===== config.mk =====
export PLATFORM = sky130hd
export DESIGN_NAME = uart_rxdesc_engine
export DESIGN_NICKNAME = d
export VERILOG_FILES = /design/src/rtl/uart_rxdesc_pkg.sv /design/src/rtl/uart_rxdesc_hold.sv /design/src/rtl/uart_rxdesc_erracc.sv /design/src/rtl/uart_rxdesc_engine.sv
export SDC_FILE = /design/constraint.sdc
export NUM_CORES = 1
export LEC_CHECK = 0
export ABC_AREA = 1
export ABC_CLOCK_PERIOD_IN_PS = 2700
export BUFFER_PORTS_ARGS = -buffer_cell sky130_fd_sc_hd__buf_2
export CAP_MARGIN = 25
export CORE_MARGIN = 4
export CORE_UTILIZATION = 43
export CTS_CLUSTER_SIZE = 12
export DETAILED_ROUTE_END_ITERATION = 12
export HOLD_SLACK_MARGIN = 0.02
export PLACE_DENSITY = 0.64
export RECOVER_POWER = 100
export SYNTH_ARGS = -nofsm -noshare
export SYNTH_HDL_FRONTEND = slang
export SYNTH_SLANG_ARGS = --single-unit

===== constraint.sdc =====
create_clock -name clk -period 2.7 [get_ports clk]
set_input_delay 0.27 -clock clk [delete_from_list [all_inputs] [get_ports clk]]
set_output_delay 0.27 -clock clk [all_outputs]
set_load 0.01 [all_outputs]

===== src/rtl/uart_rxdesc_pkg.sv =====
package uart_rxdesc_pkg;

  typedef enum logic [2:0] {
    ST_IDLE, ST_RD_STAT, ST_CHK, ST_PHI, ST_PLO, ST_FILL, ST_WCNT, ST_WSTAT
  } rxd_state_e;

  // status bit numbers, MSB-first (bit n lives at data[15-n])
  localparam int SB_EMPTY = 0;
  localparam int SB_WRAP  = 2;
  localparam int SB_INTR  = 3;
  localparam int SB_FR    = 11;
  localparam int SB_PR    = 12;
  localparam int SB_RSV   = 13;
  localparam int SB_OV    = 14;
  localparam int SB_CD    = 15;

  localparam int DESC_STRIDE = 4;

  typedef struct packed {
    logic fr;
    logic pr;
    logic ov;
    logic cd;
  } rx_err_t;

  // status word written back on close
  function automatic logic [15:0] close_status(input logic [15:0] orig, input rx_err_t e);
    logic [15:0] w;
    w = orig;
    w[15-SB_EMPTY] = 1'b0;
    w[15-SB_FR]    = e.fr;
    w[15-SB_PR]    = e.pr;
    w[15-SB_RSV]   = 1'b0;
    w[15-SB_OV]    = e.ov;
    w[15-SB_CD]    = e.cd;
    return w;
  endfunction

  // big-endian lane select: even byte address -> upper lane
  function automatic logic [1:0] lane_be(input logic odd);
    return odd ? 2'b01 : 2'b10;
  endfunction

endpackage


===== src/rtl/uart_rxdesc_hold.sv =====
module uart_rxdesc_hold (
  input  logic       clk,
  input  logic       rst_n,
  input  logic       in_valid,
  input  logic [7:0] in_data,
  input  logic       in_fr,
  input  logic       in_pe,
  input  logic       pop,
  output logic       held,
  output logic [7:0] held_data,
  output logic       held_fr,
  output logic       held_pe,
  output logic       lost
);
  logic load;

  assign load = in_valid && (!held || pop);
  assign lost = in_valid && held && !pop;

  always_ff @(posedge clk or negedge rst_n) begin
    if (!rst_n) begin
      held      <= 1'b0;
      held_data <= '0;
      held_fr   <= 1'b0;
      held_pe   <= 1'b0;
    end else if (load) begin
      held      <= 1'b1;
      held_data <= in_data;
      held_fr   <= in_fr;
      held_pe   <= in_pe;
    end else if (pop) begin
      held <= 1'b0;
    end
  end
endmodule


===== src/rtl/uart_rxdesc_erracc.sv =====
module uart_rxdesc_erracc
  import uart_rxdesc_pkg::*;
(
  input  logic    clk,
  input  logic    rst_n,
  input  logic    track,
  input  logic    clear,
  input  logic    set_fr,
  input  logic    set_pr,
  input  logic    ovr_pulse,
  input  logic    lost,
  input  logic    carrier_ok,
  output rx_err_t err
);
  logic    carrier_q;
  logic    cd_fall;
  rx_err_t hit;

  assign cd_fall = carrier_q && !carrier_ok;

  always_comb begin
    hit.fr = set_fr;
    hit.pr = set_pr;
    hit.ov = lost || (track && ovr_pulse);
    hit.cd = track && cd_fall;
  end

  always_ff @(posedge clk or negedge rst_n) begin
    if (!rst_n) begin
      carrier_q <= 1'b1;
      err       <= '0;
    end else begin
      carrier_q <= carrier_ok;
      if (clear) err <= '0;
      else       err <= err | hit;
    end
  end
endmodule


===== src/rtl/uart_rxdesc_engine.sv =====
module uart_rxdesc_engine
  import uart_rxdesc_pkg::*;
#(
  parameter int AW = 16
) (
  input  logic          clk,
  input  logic          rst_n,
  input  logic          chr_valid,
  input  logic [7:0]    chr_data,
  input  logic          chr_frame_err,
  input  logic          chr_parity_err,
  input  logic          chr_overrun,
  input  logic          carrier_ok,
  input  logic [AW-1:0] tbl_base,
  input  logic [15:0]   max_len,
  output logic          mem_req,
  output logic          mem_we,
  output logic [AW-1:0] mem_addr,
  output logic [1:0]    mem_be,
  output logic [15:0]   mem_wdata,
  input  logic [15:0]   mem_rdata,
  output logic          buf_done,
  output logic          busy_evt
);
  localparam logic [AW-1:0] STRIDE = AW'(DESC_STRIDE);

  rxd_state_e    state, state_nxt;
  logic [AW-1:0] desc_ofs;
  logic [AW-1:0] desc_addr;
  logic [15:0]   orig_stat;
  logic [31:0]   ptr;
  logic [15:0]   fill_cnt;
  logic [15:0]   cnt_nxt;
  logic [31:0]   byte_addr;

  logic       held, held_fr, held_pe, lost, pop;
  logic [7:0] held_data;
  rx_err_t    err;

  // named internal events
  logic ev_claim, ev_drop, ev_store, store_err, ev_close_now, ev_cnt_wr, ev_stat_wr;

  assign desc_addr = tbl_base + desc_ofs;
  assign byte_addr = ptr + {16'd0, fill_cnt};
  assign cnt_nxt   = fill_cnt + 16'd1;

  assign ev_claim     = (state == ST_CHK) && mem_rdata[15-SB_EMPTY];
  assign ev_drop      = (state == ST_CHK) && !mem_rdata[15-SB_EMPTY];
  assign ev_store     = (state == ST_FILL) && held;
  assign store_err    = held_fr || held_pe;
  assign ev_close_now = ev_store && (store_err || (cnt_nxt == max_len));
  assign ev_cnt_wr    = (state == ST_WCNT);
  assign ev_stat_wr   = (state == ST_WSTAT);
  assign pop          = ev_store || ev_drop;

  assign busy_evt = ev_drop;
  assign buf_done = ev_stat_wr && orig_stat[15-SB_INTR];

  uart_rxdesc_hold u_hold (
    .clk       (clk),
    .rst_n     (rst_n),
    .in_valid  (chr_valid),
    .in_data   (chr_data),
    .in_fr     (chr_frame_err),
    .in_pe     (chr_parity_err),
    .pop       (pop),
    .held      (held),
    .held_data (held_data),
    .held_fr   (held_fr),
    .held_pe   (held_pe),
    .lost      (lost)
  );

  uart_rxdesc_erracc u_err (
    .clk        (clk),
    .rst_n      (rst_n),
    .track      ((state != ST_IDLE) || held),
    .clear      (ev_stat_wr || ev_drop),
    .set_fr     (ev_store && held_fr),
    .set_pr     (ev_store && held_pe),
    .ovr_pulse  (chr_overrun),
    .lost       (lost),
    .carrier_ok (carrier_ok),
    .err        (err)
  );

  // memory port and next state
  always_comb begin
    state_nxt = state;
    mem_req   = 1'b0;
    mem_we    = 1'b0;
    mem_addr  = desc_addr;
    mem_be    = 2'b11;
    mem_wdata = '0;
    unique case (state)
      ST_IDLE:    if (held) state_nxt = ST_RD_STAT;
      ST_RD_STAT: begin
        mem_req   = 1'b1;
        state_nxt = ST_CHK;
      end
      ST_CHK: begin
        if (ev_claim) begin
          mem_req   = 1'b1;
          mem_addr  = desc_addr + AW'(2);
          state_nxt = ST_PHI;
        end else begin
          state_nxt = ST_IDLE;
        end
      end
      ST_PHI: begin
        mem_req   = 1'b1;
        mem_addr  = desc_addr + AW'(3);
        state_nxt = ST_PLO;
      end
      ST_PLO: state_nxt = ST_FILL;
      ST_FILL: begin
        if (held) begin
          mem_req   = 1'b1;
          mem_we    = 1'b1;
          mem_addr  = byte_addr[AW:1];
          mem_be    = lane_be(byte_addr[0]);
          mem_wdata = {held_data, held_data};
          if (ev_close_now) state_nxt = ST_WCNT;
        end
      end
      ST_WCNT: begin
        mem_req   = 1'b1;
        mem_we    = 1'b1;
        mem_addr  = desc_addr + AW'(1);
        mem_wdata = fill_cnt;
        state_nxt = ST_WSTAT;
      end
      ST_WSTAT: begin
        mem_req   = 1'b1;
        mem_we    = 1'b1;
        mem_wdata = close_status(orig_stat, err);
        state_nxt = ST_IDLE;
      end
      default: state_nxt = ST_IDLE;
    endcase
  end

  always_ff @(posedge clk or negedge rst_n) begin
    if (!rst_n) begin
      state     <= ST_IDLE;
      desc_ofs  <= '0;
      orig_stat <= '0;
      ptr       <= '0;
      fill_cnt  <= '0;
    end else begin
      state <= state_nxt;
      if (ev_claim) begin
        orig_stat <= mem_rdata;
        fill_cnt  <= '0;
      end
      if (state == ST_PHI) ptr[31:16] <= mem_rdata;
      if (state == ST_PLO) ptr[15:0]  <= mem_rdata;
      if (ev_store) fill_cnt <= cnt_nxt;
      if (ev_stat_wr) desc_ofs <= orig_stat[15-SB_WRAP] ? '0 : desc_ofs + STRIDE;
    end
  end
endmodule


==> summary.md, run 1 <==
| Metric | Value |
|---|---|
| Maximum VDD drop | around 0.52 mV |
| Synth Warn # | 0 |
| Row cnt | 44 |
| Die area | ~17,000 um2 |
| Core area | 14,700 um2 |
| Vias in the first global route | a little under 7,000 |
| Max Slew Vio Count | 70 |
| Worst R2R Path Depth | 9 |
| Hold Crit Depth | 1 |
| Clock Skews | about 6.6 ps |
| Global-route wire length before repair | 34,300 um |
| Finish-stage setup viols | 7 |
| RR Startpoint | state[0]$_DFFE_PN0P_ |
| RR Endpoint | u_hold.held_data[0]$_DFFE_PN0P_ |
| Post-Syn Instances | roughly 970 |
| Tmin final | 2780 ps |
| Drt initial violations | 713 |
| Failing checks | max-capacitance violations, max-slew violations, negative setup slack |
| P per Cell Area | 947 nW/um2 |
| Routability cong. | ~0.96 |
| Final period util | 103% |
| Non-Filler Instances | roughly 1,300 |
| CTS tree | yes |
| Placed cells | 1,265 |
| Final hold violation count | 0 |
| Largest family of logic cells by synthesized area | simple AND/OR/NAND/NOR gates |
| Chip height | 131 um |
| CP endpoint kind | primary output |
| Die X | about 130 um |
| Synth Area in Compound Gates | 15.5% |
| Vias | ~7,200 |
| Port buffer count | 100 |
| Global-route usage over all layers | 24.2% |
| CTS max path bufs | 2 |
| HP Class | input port to register |
| Synth area leaders | dfrtp_1 29%, nand2_1 15%, inv_1 6.7% |
| Worst path required time | around 2400 ps |
| Share of layout cells above drive strength 1 | 26.7% |
| R2r setup slk | roughly 30 ps |
| Synth Register Bits | 76 |
| Mapped Area | between 6000 and 7000 um2 |
| Clock sinks | 76 |
| CP arrival | ~2500 ps |
| Most frequent cells in the layout | 245 x nand2_1, 114 x inv_1, 85 x buf_2, 72 x nand3_1, 72 x dfrtp_1 |
| Final Worst Setup Slack | -78.5 ps |
| Hpwl dp | 16,300 um |
| I/O Pins | 101 |
| Initial antenna violation count | 1 |
| Mux contribution to synthesized area | between 2 and 2.5% |
| Pre-CTS WS | 91.9 ps |
| Vias/cell | around 5.5 |
| WHS Endpoint | u_err.carrier_q$_DFF_PN1_ |
| Synth Area in XOR/XNOR | ~1.9% |
| Critical path class | register to primary output |
| Initial Utilization | ~44% |
| Hold path start | carrier_ok |
| Total wire length | 21,300 um |
| Leakage Power | roughly 4.2 nW |
| Routed len/inst | roughly 16 um |
| RSZ-0062 raised after global routing | yes |
| Cts bufs inserted | 9 |
| Largest area contributor in the netlist | dfrtp_1 |
| Post-Synth Adder-Cell Area | under 10% |
| Syn_area_per_cell | 6.76 um2 |
| Worst-Margin Slew | 1590 ps |
| Clk slew on worst S/H paths | about 60 ps |
| Commonest non-fill, non-tap cell in the layout | nand2_1 |
| Simple-gate share of the synthesized area | 35.9% |
| Later-pin clock latency in the skew report | between 300 and 400 ps |
| Fmax | roughly 360 MHz |
| Largest net degree at the start of global routing | 77 |
| Antenna Nets Post-Route | 0 |
| Max_cap viols | 1 |
| Synthesis-to-layout area growth | 27.4% |
| Share of the synthesized area in the top cell type | approximately 29% |
| Total gr overflow | 0 |
| 1st-pass router iterations | 7 |
| Max H-tree Level | 3 |
| Max-Slew Margin vs Limit | -5.70% |
| Outcome | finished, violations left |
| Yosys cell types | between 40 and 50 |
| CP max FO | 3 |
| DRC | 0 |
| Syn Nets | approximately 1,100 |
| Register area share after synthesis | between 20 and 30% |
| Nets | 1,225 |
| Nature of the critical path startpoint | register |
| Root buffer cell | clkbuf_16 |
## per-stage QoR
step | total power [W] | setup TNS [ps] | util [%] | hold slack [ps] | cell area, um2
2_1_floorplan | 0.00465 | 0 | - | -25.6 | 6540
3_3_place_gp | 0.00606 | 0 | 50.5 | 390 | 7420
3_5_place_dp | 0.00607 | 0 | 50.5 | 392 | 7420
4_1_cts | 0.00768 | -11.8 | 55.3 | 32.6 | 8130
5_1_grt | 0.00854 | -5260 | 56.7 | 28.9 | 8330
6_report | 0.00789 | -218 | 56.7 | 29.5 | 8330
## critical path, stage by stage (launching register included)
cell	delay, ps
dfrtp_1	410
ha_4	300
nand2_4	60
nand2_4	110
xor2_4	160
inv_2	70
nor2_4	140
inv_2	80
nor2_2	120
nand2_2	90
nand2_2	90
nand2_2	50
a21oi_2	150
nand2_1	70
nand2_1	50
nand2_1	60
buf_2	140
## flip-flops by register name, summed over array words and instances, names as in the netlist
register          flops
u_err.carrier_q       1
u_hold.held_pe        1
ptr                  17
orig_stat            10
desc_ofs             14
u_err.err             4
state                 3
u_hold.held           1
u_hold.held_fr        1
fill_cnt             16
u_hold.held_data      8
## report_power, final
group	leakage [nW]	switching [W]	internal [W]	total, W
clock	0.139	0.000488	0.000740	0.00123
combinational	3.05	0.00292	0.00182	0.00474
sequential	0.960	0.000341	0.00158	0.00192
## area by class of cell
type | count | area [um2]
clock inverter | 4 | 50.0
fill | 1431 | 6360
antenna | 1 | 2.50
multi-input combinational | 746 | 4450
inverter | 132 | 495
sequential | 76 | 1910
clock buffer | 12 | 246
tap | 184 | 230
timing repair buffer | 161 | 956
## kinds of logic after synthesis
| family | Yosys count |
|---|---|
| adders and majority gates | 36 |
| buffers and inverters | 146 |
| and+or+nand+nor | 511 |
| AOI/OAI and AO/OA | 176 |
| muxes | 12 |
| xor gates and xnor gates | 11 |
| DFF | 76 |
## cells in the mapped netlist (all sizes together)
cell,instances
a211oi,3
a21boi,1
a21o,3
a21oi,50
a22oi,10
a31oi,2
and2,3
buf,6
clkbuf,8
dfrtp,75
dfstp,1
fa,2
ha,34
inv,132
mux2,12
nand2,284
nand3,81
nand3b,12
nand4,17
nor2,96
nor3,11
nor3b,2
nor4,1
o2111ai,2
o211a,1
o211ai,3
o21a,1
o21ai,72
o21bai,7
o221ai,5
o22ai,16
or2,4
xnor2,5
xor2,6
## repair_timing
| action | 4_1_cts | 5_1_grt |
|---|---|---|
| endpoints found under the hold margin | 0 | 7 |
| hold buffers | 0 | 1 |
| gates resized for setup | 62 | 35 |
| setup endpoints to repair | 12 | 12 |
| pin swaps | 18 | 14 |
| buffers inserted | 16 | 16 |
## how the worst max path moves through the flow
stage,from,endpoint,depth (start not counted)
global placement,desc_ofs[10]$_DFFE_PN0N_,mem_addr[13],12
floorplan,state[2]$_DFFE_PN0P_,mem_addr[8],13
detailed placement,desc_ofs[7]$_DFFE_PN0N_,mem_addr[14],13
CTS,desc_ofs[3]$_DFFE_PN0N_,mem_addr[15],16
global route,desc_ofs[4]$_DFFE_PN0N_,mem_addr[15],15
finish,desc_ofs[3]$_DFFE_PN0N_,mem_addr[15],16
## routing by layer
layer / vias up / GRT usage, % / part of all wire (%)
met5: - / 0 / 0
met4: 0 / 6.77 / 2.2
met3: 35 / 3.44 / 6.5
met2: 293 / 36.2 / 42
met1: 3328 / 36.4 / 49
li1: 3545 / - / -
No activity file was read; power rests on OpenSTA's default activity.
==> run 2: changes to the inputs <==
RECOVER_POWER = 50   (was 100)
==> run 2 against run 1 <==
Critical path depth is the same; combinational power about the same; largest power group unchanged; non-clock buffer count did not move; largest cell class unchanged; first-iteration DRC count decreased by 0.56%; clock power hardly changed; the run still ends with max-capacitance violations, max-slew violations, negative setup slack left; sequential share of layout area shrank 0.082 points; register-to-register slack improved by 50 ps; critical endpoint unchanged; sequential power hardly changed; setup slack lost 1.8 ps.
==> summary.md, run 2 (synthesis results as in run 1) <==
| Metric | Value |
|---|---|
| Outcome | finished, violations left |
| Failing checks | max-capacitance violations, max-slew violations, negative setup slack |
| Die area | ~17,000 um2 |
| Final period util | 103% |
| Max H-tree Level | 3 |
| Vias/cell | between 5 and 6 |
| Setup crit start | desc_ofs[3]$_DFFE_PN0N_ |
| RSZ-0062 raised after global routing | yes |
| Slowest-stage cell, CP | dfrtp_1 |
| Most flops, register | ptr |
| Cts bufs inserted | 9 |
| Leakage Power | about 4.2 nW |
| Worst-Margin Slew | between 1500 and 2000 ps |
| Max Slew Vio Count | 70 |
| Core area | 14,700 um2 |
| Max_cap viols | 1 |
| Max reg flops | 17 |
| Clock Skews | ~5.5 ps |
| Switching power | roughly 0.0038 W |
| Nature of the critical path startpoint | register |
| Vias in the first global route | ~6,700 |
| CTS tree | yes |
| Largest net degree at the start of global routing | just under 80 |
| P_int | approximately 0.0042 W |
| Row cnt | 44 |
| Initial antenna violation count | 1 |
| HP Class | input port to register |
| Final hold violation count | 0 |
| Hpwl dp | 16,300 um |
| P per Cell Area | 947 nW/um2 |
| Worst path required time | approximately 2400 ps |
| Root buffer cell | clkbuf_16 |
| RR Startpoint | state[0]$_DFFE_PN0P_ |
| DRC | 0 |
| Critical path class | register to primary output |
| Register share of total power | about 24% |
| Most frequent cells in the layout | 244 x nand2_1, 114 x inv_1, 99 x buf_2, 72 x nand3_1, 72 x dfrtp_1 |
| RR Endpoint | fill_cnt[3]$_DFFE_PN0P_ |
| Hold path start | carrier_ok |
| CP max FO | 3 |
| Nets | between 1,000 and 1,500 |
| Tmin final | about 2800 ps |
| Clock Power Share | around 16% |
| Drt initial violations | 709 |
| Sw frac | roughly 47% |
| CP arrival | between 2000 and 3000 ps |
| Chip height | between 100 and 150 um |
| Worst R2R Path Depth | 6 |
| Final Worst Setup Slack | -80.3 ps |
| Antenna Nets Post-Route | 0 |
| Gate power share | between 60 and 70% |
| Finish-stage setup viols | 9 |
| Pre-CTS WS | slightly above 90 ps |
| Total gr overflow | 0 |
| Routed len/inst | roughly 16 um |
| R2r setup slk | 80 ps |
| Fmax | around 360 MHz |
| Hold slack | approximately 29 ps |
| Total wire length | 21,200 um |
| Routability cong. | between 0.9 and 1 |
| Hold Crit Depth | 1 |
| Share of layout cells above drive strength 1 | between 20% and 30% |
| Die X | approximately 130 um |
| I/O Pins | ~100 |
| Port buffer count | 100 |
| Slowest stage delay, CP | 410 ps |
| WHS Endpoint | u_err.carrier_q$_DFF_PN1_ |
| Initial Utilization | between 40% and 50% |
| Top flop regs | ptr x17, fill_cnt x16, desc_ofs x14 |
| Clock sinks | 76 |
| Later-pin clock latency in the skew report | around 340 ps |
| Synthesis-to-layout area growth | 27.9% |
| Maximum VDD drop | 0.532 mV |
| Global-route usage over all layers | ~24% |
| Vias | slightly above 7,000 |
| Worst path cell trace | ha_4 -> nand2_4 -> nand2_4 -> xor2_4 -> inv_2 -> nor2_4 -> inv_2 -> nor2_2 -> nand2_2 -> nand2_2 -> nand2_2 -> a21oi_2 -> nand2_1 -> nand2_1 -> nand2_1 -> buf_2 |
| Clk slew on worst S/H paths | about 60 ps |
| CTS max path bufs | 2 |
| Max-Slew Margin vs Limit | -5.47% |
| Commonest non-fill, non-tap cell in the layout | nand2_1 |
| 1st-pass router iterations | 5 |
| Global-route wire length before repair | around 34,000 um |
| CP endpoint kind | primary output |
## run 2: cell type report
| type | instances | area (um2) |
|---|---|---|
| fillers | 1421 | 6330 |
| multi-input cells | 746 | 4460 |
| flip-flops and latches | 76 | 1910 |
| repair buffers | 161 | 968 |
| inverters | 132 | 495 |
| clock buffers | 12 | 246 |
| well taps | 184 | 230 |
| clock inverters | 4 | 50.0 |
| diodes | 1 | 2.50 |
## run 2: metrics by stage
stage | utilization [%] | total power, W | cell area (um2) | TNS, ps | std cells
6_report | 56.9 | 0.00792 | 8360 | -243 | 1316
5_1_grt | 56.9 | 0.00857 | 8360 | -4380 | 1316
4_1_cts | 55.3 | 0.00768 | 8130 | -11.8 | 1297
3_5_place_dp | 50.5 | 0.00607 | 7420 | 0 | 1265
3_3_place_gp | 50.5 | 0.00606 | 7420 | 0 | 1265
2_1_floorplan | - | 0.00465 | 6540 | 0 | 968
## run 2: worst max-delay path by stage
stage / depth (start not counted) / endpoint / slack [ps]
finish: 16 / mem_addr[15] / -80
global route: 15 / mem_addr[15] / -230
CTS: 16 / mem_addr[15] / -10
detailed placement: 13 / mem_addr[14] / 90
global placement: 12 / mem_addr[13] / 110
floorplan: 13 / mem_addr[8] / 170
## run 2: per-layer routing
metal / track usage (%) / vias up / wire length [um]
met1: 36.4 / 3323 / 10500
met3: 3.44 / 35 / 1290
met2: 36.2 / 288 / 8960
met5: 0 / - / 0
li1: - / 3551 / -
met4: 6.77 / 0 / 499
## run 2: timing repair
action	CTS	global route
setup endpoints to repair	12	12
setup buffers	16	16
hold buffers	0	1
pin swaps	18	14
cloned	0	0
resized for setup	62	35
hold endpoints to repair	0	7
## run 2: critical path: cells and delay by family (launching register included)
family          cells  cell delay [ps]
compound gates      1              150
xor+xnor            1              160
fa+ha+maj           1              300
buf+inv             3              290
flops               1              410
simple gates       10              840
## run 2: power groups by stage
stage	Clock [W]	Combinational, W	Sequential [W]
finish	0.00123	0.00477	0.00192
global route	0.00128	0.00532	0.00197
CTS	0.00125	0.00451	0.00193
detailed placement	0	0.00414	0.00193
global placement	0	0.00414	0.00192
floorplan	0	0.00280	0.00185
==> run 3: changes to the inputs <==
CTS_BUF_LIST = sky130_fd_sc_hd__clkbuf_8   (was default)
==> run 3 against run 2 <==
Largest power group unchanged; sequential share of layout area increased by 0.13 points; hold slack gained 96 ps; non-clock buffer count rose by 1; setup slack worse by 7.9 ps; final cell count barely moved; sequential power hardly changed; first-iteration DRC count rose by 8.2%; register-to-register slack lost 90 ps; global-route usage about the same; power decreased by 4.1%; combinational power hardly changed; the flow still finishes with violations (max-capacitance violations, max-slew violations, negative setup slack); clock-buffer cell count fell by 2.
==> summary.md, run 3 (synthesis results as in run 1) <==
| Metric | Value |
|---|---|
| Later-pin clock latency in the skew report | approximately 360 ps |
| Routed len/inst | 16.0 um |
| Most frequent cells in the layout | 242 x nand2_1, 116 x inv_1, 98 x buf_2, 73 x dfrtp_1, 69 x nor2_1 |
| Initial antenna violation count | 1 |
| Sequential cell area | ~1900 um2 |
| Antenna Nets Post-Route | 0 |
| Outcome | finished, violations left |
| Sw frac | 49.1% |
| P per Cell Area | a little over 900 nW/um2 |
| Drt initial violations | 767 |
| Nets | about 1,200 |
| CP arrival | roughly 2500 ps |
| Die area | approximately 17,000 um2 |
| P_int | approximately 0.0039 W |
| Vias in the first global route | around 6,700 |
| Leakage Power | roughly 4.2 nW |
| Total wire length | approximately 21,000 um |
| Root buffer cell | clkbuf_8 |
| I/O Pins | ~100 |
| Critical path class | register to primary output |
| Vias | 7,167 |
| Total gr overflow | 0 |
| Final period util | 103% |
| Failing checks | max-capacitance violations, max-slew violations, negative setup slack |
| Final hold violation count | 0 |
| Chip height | between 100 and 150 um |
| Clock Skews | 10.2 ps |
| Global-route usage over all layers | 24.2% |
| Top flop regs | ptr x17, fill_cnt x16, desc_ofs x14 |
| Finish-stage setup viols | 11 |
| Max H-tree Level | 3 |
| Fillers | between 1,000 and 1,500 |
| Max-Slew Margin vs Limit | -4.49% |
| Nature of the critical path startpoint | register |
| 1st-pass router iterations | 5 |
| Fmax | about 360 MHz |
| Tmin final | 2790 ps |
| Gate power share | a little over three fifths |
| Worst path required time | about 2400 ps |
| Clk slew on worst S/H paths | 80 ps |
| Clock Power Share | a little under an eighth |
| Share of layout cells above drive strength 1 | approximately 29% |
| CP max FO | 6 |
| HP Class | input port to register |
| Vias/cell | between 5 and 6 |
| Routability cong. | between 0.9 and 1 |
| RSZ-0062 raised after global routing | yes |
| Multi-input logic area | around 4500 um2 |
| Worst-Margin Slew | 1570 ps |
| Pwr Total | roughly 0.0076 W |
| Non-Filler Instances | about 1,300 |
| Max Slew Vio Count | 70 |
| DRC | 0 |
| Hpwl dp | 16,300 um |
| Max reg flops | 17 |
| Port buffer count | 100 |
| Switching power | around 0.0037 W |
| Row cnt | 44 |
| Global-route wire length before repair | approximately 34,000 um |
| Register share of total power | between 20% and 30% |
| Most flops, register | ptr |
| Synthesis-to-layout area growth | 27.1% |
| Placed cells | about 1,300 |
| Fin Setup TNS | -429 ps |
| CTS tree | yes |
| Clock sinks | 76 |
| Cts bufs inserted | 9 |
| Commonest non-fill, non-tap cell in the layout | nand2_1 |
| Core area | between 10,000 and 15,000 um2 |
| CTS max path bufs | 2 |
| Initial Utilization | between 40 and 50% |
| Max_cap viols | 1 |
| Final Worst Setup Slack | -88.3 ps |
| Maximum VDD drop | 0.471 mV |
| Largest net degree at the start of global routing | 77 |
| CP endpoint kind | primary output |
| Die X | approximately 130 um |
## run 3: worst max-delay path, stage by stage, from the launching register on
cell	delay, ps
dfrtp_2	440
ha_4	320
inv_2	40
nand2_2	70
nand3_1	110
nand2_1	110
nand2_1	70
nand2_2	130
nand2_4	90
nor2_4	210
buf_4	150
nand4_1	90
nand3_1	110
nand4_1	80
buf_2	140
## run 3: area by class of cell
cell class | count | area share [%]
Clock inverter | 6 | 0.693
Multi-Input combinational cell | 746 | 54.2
Timing Repair Buffer | 162 | 11.8
Tap cell | 184 | 2.77
Clock buffer | 10 | 1.66
Antenna cell | 1 | 0.0301
Sequential cell | 76 | 22.9
Inverter | 132 | 5.96
## run 3: through the flow
step | worst slack, ps | cell area (um2) | hold slack (ps) | utilization (%)
after floorplan | 170 | 6540 | -25.6 | -
after global placement | 109 | 7420 | 390 | 50.5
after detailed placement | 91.9 | 7420 | 392 | 50.5
after CTS | -38.8 | 8090 | 104 | 55.0
after global routing | -237 | 8310 | 132 | 56.5
final | -88.3 | 8310 | 125 | 56.5
## run 3: power by group through the flow
stage	sequential (W)	combinational [W]	clock, W
2_1_floorplan	0.00185	0.00280	0
3_3_place_gp	0.00192	0.00414	0
3_5_place_dp	0.00193	0.00414	0
4_1_cts	0.00191	0.00456	0.000907
5_1_grt	0.00196	0.00534	0.000948
6_report	0.00192	0.00479	0.000894
## run 3: final timing paths
check	end	cells past startpoint	slack, ps	from
setup / recovery	mem_addr[12]	14	-90	desc_ofs[4]$_DFFE_PN0N_
hold / removal	u_hold.held_data[4]$_DFFE_PN0P_	2	130	chr_data[4]
setup reg to reg	fill_cnt[11]$_DFFE_PN0P_	6	-10	state[0]$_DFFE_PN0P_
hold reg to reg	desc_ofs[15]$_DFFE_PN0N_	1	490	desc_ofs[15]$_DFFE_PN0N_
max in group asynchronous	fill_cnt[4]$_DFFE_PN0P_	3	320	rst_n
min in group asynchronous	desc_ofs[12]$_DFFE_PN0N_	2	380	rst_n
## run 3: layer usage
metal | track usage [%] | part of all wire [%] | vias to the layer above
met5 | 0 | 0 | -
met4 | 5.60 | 1.5 | 0
met3 | 3.67 | 6.6 | 28
met2 | 36.4 | 43 | 288
met1 | 36.6 | 49 | 3310
li1 | - | - | 3541
## run 3: what timing repair did
action | 4_1_cts | 5_1_grt
hold buffers | 1 | 1
endpoints found under the setup margin | 12 | 15
endpoints found under the hold margin | 1 | 7
pin swaps | 24 | 23
cloned | 0 | 0
setup buffers | 22 | 10
resized for setup | 65 | 43
